`src/rtl/csdec_pkg.sv`:
```
package csdec_pkg;

  // Compare under mask: a mask bit of 1 removes that bit from the compare.
  function automatic logic masked_eq12(input logic [11:0] a,
                                       input logic [11:0] b,
                                       input logic [11:0] dc);
    return ((a ^ b) & ~dc) == '0;
  endfunction

  function automatic logic masked_eq8(input logic [7:0] a,
                                      input logic [7:0] b,
                                      input logic [7:0] dc);
    return ((a ^ b) & ~dc) == '0;
  endfunction

  localparam int unsigned VALID_BIT = 0;

endpackage

```
`src/rtl/csdec_regfile.sv`:
```
module csdec_regfile #(
  parameter int NUM_GRP     = 4,
  parameter int SEL_PER_GRP = 4,
  parameter int REG_W       = 16,
  parameter int REG_AW      = 5
) (
  input  logic                                    clk,
  input  logic                                    rst,
  input  logic                                    wr_en,
  input  logic [REG_AW-1:0]                       wr_idx,
  input  logic [REG_W-1:0]                        wr_data,
  output logic [NUM_GRP-1:0][REG_W-1:0]           base_o,
  output logic [NUM_GRP-1:0][REG_W-1:0]           mask_o,
  output logic [NUM_GRP*SEL_PER_GRP-1:0][REG_W-1:0] opt_o
);
  localparam int NUM_SEL  = NUM_GRP * SEL_PER_GRP;
  localparam int MASK_OFS = NUM_GRP;
  localparam int OPT_OFS  = 2 * NUM_GRP;
  localparam int REG_CNT  = OPT_OFS + NUM_SEL;

  // Every register feeds the decoder at once, so flops rather than RAM.
  logic [REG_W-1:0] regs_q [REG_CNT];

  always_ff @(posedge clk) begin
    if (rst) begin
      for (int i = 0; i < REG_CNT; i++) regs_q[i] <= '0;
    end else if (wr_en && (int'(wr_idx) < REG_CNT)) begin
      regs_q[wr_idx] <= wr_data;
    end
  end

  for (genvar g = 0; g < NUM_GRP; g++) begin : g_grp_out
    assign base_o[g] = regs_q[g];
    assign mask_o[g] = regs_q[MASK_OFS + g];
  end

  for (genvar s = 0; s < NUM_SEL; s++) begin : g_opt_out
    assign opt_o[s] = regs_q[OPT_OFS + s];
  end

endmodule

```
`src/rtl/csdec_grp_match.sv`:
```
module csdec_grp_match #(
  parameter int REG_W = 16,
  parameter int HI_W  = 12
) (
  input  logic [HI_W-1:0]  addr_hi,
  input  logic [REG_W-1:0] base_reg,
  input  logic [REG_W-1:0] mask_reg,
  output logic             hit_o,
  output logic             valid_o
);
  import csdec_pkg::*;

  localparam int FLD_LSB = REG_W - HI_W;

  logic [HI_W-1:0] base_fld;
  logic [HI_W-1:0] mask_fld;
  logic            unused_fields;

  assign base_fld = base_reg[REG_W-1:FLD_LSB];
  assign mask_fld = mask_reg[REG_W-1:FLD_LSB];
  assign unused_fields = ^{base_reg[FLD_LSB-1:1], mask_reg[FLD_LSB-1:0]};

  assign hit_o   = masked_eq12(addr_hi, base_fld, mask_fld);
  assign valid_o = base_reg[VALID_BIT];

endmodule

```
`src/rtl/csdec_sel_match.sv`:
```
module csdec_sel_match #(
  parameter int REG_W = 16,
  parameter int LO_W  = 8
) (
  input  logic [LO_W-1:0]  addr_lo,
  input  logic [REG_W-1:0] opt_reg,
  output logic             hit_o
);
  import csdec_pkg::*;

  logic [LO_W-1:0] cmp_fld;
  logic [LO_W-1:0] dc_fld;

  assign cmp_fld = opt_reg[REG_W-1 -: LO_W];
  assign dc_fld  = opt_reg[LO_W-1:0];
  assign hit_o   = masked_eq8(addr_lo, cmp_fld, dc_fld);

endmodule

```
`src/rtl/csdec_top.sv`:
```
module csdec_top #(
  parameter int NUM_GRP     = 4,
  parameter int SEL_PER_GRP = 4,
  parameter int ADDR_W      = 32,
  parameter int REG_W       = 16,
  parameter int HI_W        = 12,
  parameter int LO_W        = 8,
  parameter int REG_AW      = $clog2(2 * NUM_GRP + NUM_GRP * SEL_PER_GRP)
) (
  input  logic                             clk,
  input  logic                             rst,
  input  logic                             wr_en,
  input  logic [REG_AW-1:0]                wr_idx,
  input  logic [REG_W-1:0]                 wr_data,
  input  logic [ADDR_W-1:0]                bus_addr,
  input  logic                             as_n,
  output logic [NUM_GRP*SEL_PER_GRP-1:0]   cs_n
);
  localparam int NUM_SEL = NUM_GRP * SEL_PER_GRP;
  localparam int HI_LSB  = ADDR_W - HI_W;
  localparam int LO_LSB  = HI_LSB - LO_W;
  localparam int BOOT    = 0;

  logic [NUM_GRP-1:0][REG_W-1:0] base_w;
  logic [NUM_GRP-1:0][REG_W-1:0] mask_w;
  logic [NUM_SEL-1:0][REG_W-1:0] opt_w;
  logic [NUM_GRP-1:0]            grp_hit;
  logic [NUM_GRP-1:0]            grp_vld;
  logic [NUM_SEL-1:0]            sel_hit;
  logic [NUM_SEL-1:0]            cs_hit;
  logic [NUM_SEL-1:0]            cs_n_q;
  logic [HI_W-1:0]               addr_hi;
  logic [LO_W-1:0]               addr_lo;
  logic                          unused_addr;

  assign addr_hi     = bus_addr[ADDR_W-1:HI_LSB];
  assign addr_lo     = bus_addr[HI_LSB-1:LO_LSB];
  assign unused_addr = ^bus_addr[LO_LSB-1:0];

  csdec_regfile #(
    .NUM_GRP    (NUM_GRP),
    .SEL_PER_GRP(SEL_PER_GRP),
    .REG_W      (REG_W),
    .REG_AW     (REG_AW)
  ) regs_i (
    .clk    (clk),
    .rst    (rst),
    .wr_en  (wr_en),
    .wr_idx (wr_idx),
    .wr_data(wr_data),
    .base_o (base_w),
    .mask_o (mask_w),
    .opt_o  (opt_w)
  );

  for (genvar g = 0; g < NUM_GRP; g++) begin : g_grp
    csdec_grp_match #(
      .REG_W(REG_W),
      .HI_W (HI_W)
    ) grp_i (
      .addr_hi (addr_hi),
      .base_reg(base_w[g]),
      .mask_reg(mask_w[g]),
      .hit_o   (grp_hit[g]),
      .valid_o (grp_vld[g])
    );

    for (genvar s = 0; s < SEL_PER_GRP; s++) begin : g_sel
      localparam int IDX = g * SEL_PER_GRP + s;

      csdec_sel_match #(
        .REG_W(REG_W),
        .LO_W (LO_W)
      ) sel_i (
        .addr_lo(addr_lo),
        .opt_reg(opt_w[IDX]),
        .hit_o  (sel_hit[IDX])
      );

      if (IDX == BOOT) begin : g_boot
        // Boot select: any access until its group is made valid.
        assign cs_hit[IDX] = grp_vld[g] ? (grp_hit[g] & sel_hit[IDX]) : 1'b1;
      end else begin : g_norm
        assign cs_hit[IDX] = grp_vld[g] & grp_hit[g] & sel_hit[IDX];
      end
    end
  end

  always_ff @(posedge clk) begin
    if (rst) cs_n_q <= '1;
    else     cs_n_q <= ~(cs_hit & {NUM_SEL{~as_n}});
  end

  assign cs_n = cs_n_q;

endmodule

```
`config.mk`:
```
export PLATFORM = sky130hd
export DESIGN_NAME = csdec_top
export DESIGN_NICKNAME = d
export VERILOG_FILES = /design/src/rtl/csdec_pkg.sv /design/src/rtl/csdec_regfile.sv /design/src/rtl/csdec_grp_match.sv /design/src/rtl/csdec_sel_match.sv /design/src/rtl/csdec_top.sv
export SDC_FILE = /design/constraint.sdc
export NUM_CORES = 1
export LEC_CHECK = 0
export BUFFER_PORTS_ARGS = -buffer_cell sky130_fd_sc_hd__buf_2
export CORE_MARGIN = 2
export CORE_UTILIZATION = 62
export DETAILED_ROUTE_END_ITERATION = 8
export HOLD_SLACK_MARGIN = 0.02
export PLACE_DENSITY = 0.8
export SKIP_LAST_GASP = 1
export SYNTH_ARGS = -nofsm -noshare
export SYNTH_HDL_FRONTEND = slang
export SYNTH_SLANG_ARGS = --single-unit
```
`constraint.sdc`:
```
create_clock -name clk -period 2 [get_ports clk]
set_clock_uncertainty 0.15 [all_clocks]
set_input_delay 0.1 -clock clk [delete_from_list [all_inputs] [get_ports clk]]
set_output_delay 0.1 -clock clk [all_outputs]
set_load 0.1 [all_outputs]
```
==> flow_metrics.tcl <==
set metrics [dict create \
    ys_types 34 \
    yosysMostFrequentCell "and2_1" \
    max_freq_ghz 0.514 \
    period_needed_ps 1940 \
    ys.warnings.count 0 \
    setup_viol 0 \
    cts_sinks 372 \
    final_area_sq_mm 0.0187 \
    vias_per_cell 5.93 \
    synth_common_cells "and2_1 (357), edfxtp_1 (356), xnor2_1 (176), o22ai_1 (79), clkbuf_1 (44)" \
    p_clk_share_pct 39.5 \
    synthAdderAreaFrac_pct 0 \
    holdPathEnd "cs_n[0]" \
    r2r_slack_ps 140 \
    setup.worst_path.class "in -> reg" \
    crit_slowest_cell "dlygate4sd3_1" \
    grt_util_all_layers_pct 27.5 \
    comb_power_share_pct 7.6 \
    r2r_end "cs_n[2]" \
    path_cells "dlygate4sd3_1 > buf_2 > a2111oi_4 > nand2_4 > nor2_4 > or2_2" \
    maxSlewHeadroom_pct 48.1 \
    peakVddDrop_uv 511 \
    layoutNonFillerInstCount 1633 \
    min_path_type "in -> reg" \
    placed_cell_area_sq_mm 0.0175 \
    dp_hpwl_microns 22300 \
    synth-compound-area-share_pct 3.73 \
    fp-row-count 59 \
    post-route-period-util_pct 97.2 \
    port-buffer-count 60 \
    holdCritStartpoint "bus_addr[31]" \
    synthCells 1183 \
    tightest_slew_ps 779 \
    cts_setup_buffers 0 \
    initialDrtViolationCount 933 \
    whs_path_depth 6 \
    maxCapViolCount 0 \
    drc_errors 6 \
    p_leak_nw 6.45 \
    yosys.area_share.simple_pct 18.0 \
    p_per_area_mw_per_mm2 916 \
    finalWirelength_microns 37800 \
    syn_nets 1240 \
    final_core_util_pct 71.5 \
    synth_top_family_by_area "simple AND/OR/NAND/NOR gates" \
    endpoint_kind "register" \
    cpLargestDelayFamily "buffers and inverters" \
    areaGrowthSynthToFinish_pct 12.9 \
    rsz0062_at_grt "false" \
    drive_gt1_share_pct 18.4 \
    coreArea_sq_mm 0.0261 \
    fin_setup_tns_ps 0 \
    violations "design-rule violations" \
    yosysTopAreaCellShare_pct 64.5 \
    preCtsSetupSlack_ps 11.7 \
    worst-path-buf-inv 2 \
    p_sw_mw 3.77 \
    cts_tree "done" \
    cp_data_arrival_time_ps 1990 \
    antenna_found_initial 1 \
    cpPeakStageDelay_ps 530 \
    clk_latency_ps 530 \
    routedWlPerCell_microns 23.1 \
    antenna_left 0 \
    vias 9690 \
    gr-total-overflow 0 \
    grt_first_pass_wirelength_microns 56300 \
    dr.pass1.iters 7 \
    synth-xor-area-share_pct 9.31 \
    p_int_mw 13.4 \
    yosysTopAreaCell "edfxtp_1" \
    path_clk_slew_ps 60 \
    syn_area_per_cell_sq_um 14.0 \
    synth_area_leaders "edfxtp_1 (65%), and2_1 (13%), xnor2_1 (9.3%)" \
    ys.flop_type "edfxtp_1" \
    ys_ff_latch 372 \
    final-max-slew-violation-count 0 \
    die_area_sq_mm 0.0280 \
    dpl.cell_count 1563 \
    io_pins 73 \
    crit_fanout 13 \
    grt_max_degree 25 \
    cts_buffers 37 \
    clock_path_buffers 3 \
    status "finished with violations" \
    worst_slack_ps 55.2 \
    num-nets-final 1327 \
    r2r_start "regs_i.regs_q[0][8]" \
    gp_congestion 0.852 \
    synthMuxAreaShare_pct 0 \
    die_y_microns 167 \
    async_flop_share_pct 0 \
    swShare_pct 22.0 \
    htreeDepth 2 \
    start_kind "primary input" \
    die_x_microns 167 \
    cts_root_buffer "clkbuf_16" \
    initial_core_util_pct 63.4 \
    syn-cell-area_sq_mm 0.0166 \
    grt_pass1_vias 9646 \
    cp_data_required_time_ps 2040 \
    final-hold-violation-count 0 \
    fillers 1676 \
    synth_edf_count 356 \
    ys_seq_area_share_pct 66.5 \
    pwr-share-seq_pct 52.9 \
    rr_worst_depth 5 \
]
per-layer routing:
| metal | vias up | part of all wire [%] | routed length, microns | track usage [%] |
|---|---|---|---|---|
| li1 | 4296 | - | - | - |
| met1 | 4851 | 40 | 15000 | 37.8 |
| met2 | 462 | 48 | 18300 | 45.9 |
| met3 | 81 | 9.0 | 3400 | 3.71 |
| met4 | 0 | 2.8 | 1060 | 9.26 |
| met5 | - | 0 | 0 | 0 |
cells by family after synthesis:
kind of cell | count (synthesis)
and+or+nand+nor | 459
AOI/OAI and AO/OA | 91
xor gates and xnor gates | 176
buffers and inverters | 85
DFF | 372
through the flow:
stage	hold WS, ps	power, mW
5_1_grt	58.1	17.6
4_1_cts	50.5	17.2
2_1_floorplan	44.4	9.98
6_report	63.4	17.1
3_5_place_dp	223	10.5
3_3_place_gp	222	10.5
flip-flops by register name, summed over array words and instances, names as in the netlist:
name / cells
cs_n: 16
regs_i.regs_q: 356
power groups by stage:
stage                     registers, mW  clock network, mW  logic [mW]
final                              9.06               6.76        1.30
after global routing               9.10               7.14        1.38
after CTS                          9.07               6.80        1.29
after detailed placement           9.23                  0        1.28
after global placement             9.20                  0        1.25
after floorplan                    9.19                  0       0.792
worst max-delay path by stage:
stage | start | end | slack, ps | cells past startpoint
CTS | regs_i.regs_q[0][7] | cs_n[2] | 30 | 5
global route | rst | regs_i.regs_q[16][3] | 20 | 6
floorplan | rst | regs_i.regs_q[12][0] | 170 | 5
finish | rst | regs_i.regs_q[2][13] | 60 | 6
detailed placement | wr_en | regs_i.regs_q[6][8] | 10 | 6
global placement | wr_en | regs_i.regs_q[16][9] | 60 | 6
cell usage in the layout (no fill, tap or decap), types with 2 or more instances in the layout:
master	count
and2_1	357
edfxtp_1	356
xnor2_1	175
o22ai_1	79
buf_4	62
buf_2	60
clkbuf_16	37
or2_2	23
nor2_4	19
dfxtp_1	16
nor4_1	15
nand3_1	12
clkbuf_1	11
nor2_1	8
clkinv_2	7
buf_12	7
nor2_2	5
o211ai_1	3
nor3_1	3
o22a_1	3
o221ai_1	3
or4_1	3
bufinv_16	3
clkbuf_8	3
dlygate4sd3_1	3
nand3b_1	2
nand4_1	2
inv_6	2
clkinv_1	2
repair_timing:
item | 4_1_cts | 5_1_grt
resized for setup | 0 | 3
endpoints found under the setup margin | 0 | 9
hold buffers | 3 | 0
hold endpoints to repair | 2 | 0
worst min-delay path: stages:
cell,delay [ps]
buf_2,120
xnor2_1,70
o22ai_1,120
nor2_1,80
nand4_1,90
a211o_1,130
cell type report:
| type | count | area [sq um] | area share (%) |
|---|---|---|---|
| well taps | 335 | 419 | 2.24 |
| clock buffers | 51 | 1010 | 5.40 |
| repair buffers | 132 | 936 | 5.01 |
| flip-flops and latches | 372 | 11000 | 58.9 |
| multi-input cells | 726 | 5150 | 27.6 |
| inverters | 1 | 3.75 | 0.0201 |
| diodes | 1 | 2.50 | 0.0134 |
| clock inverters | 15 | 158 | 0.843 |
Power figures use the tool's default switching activity.
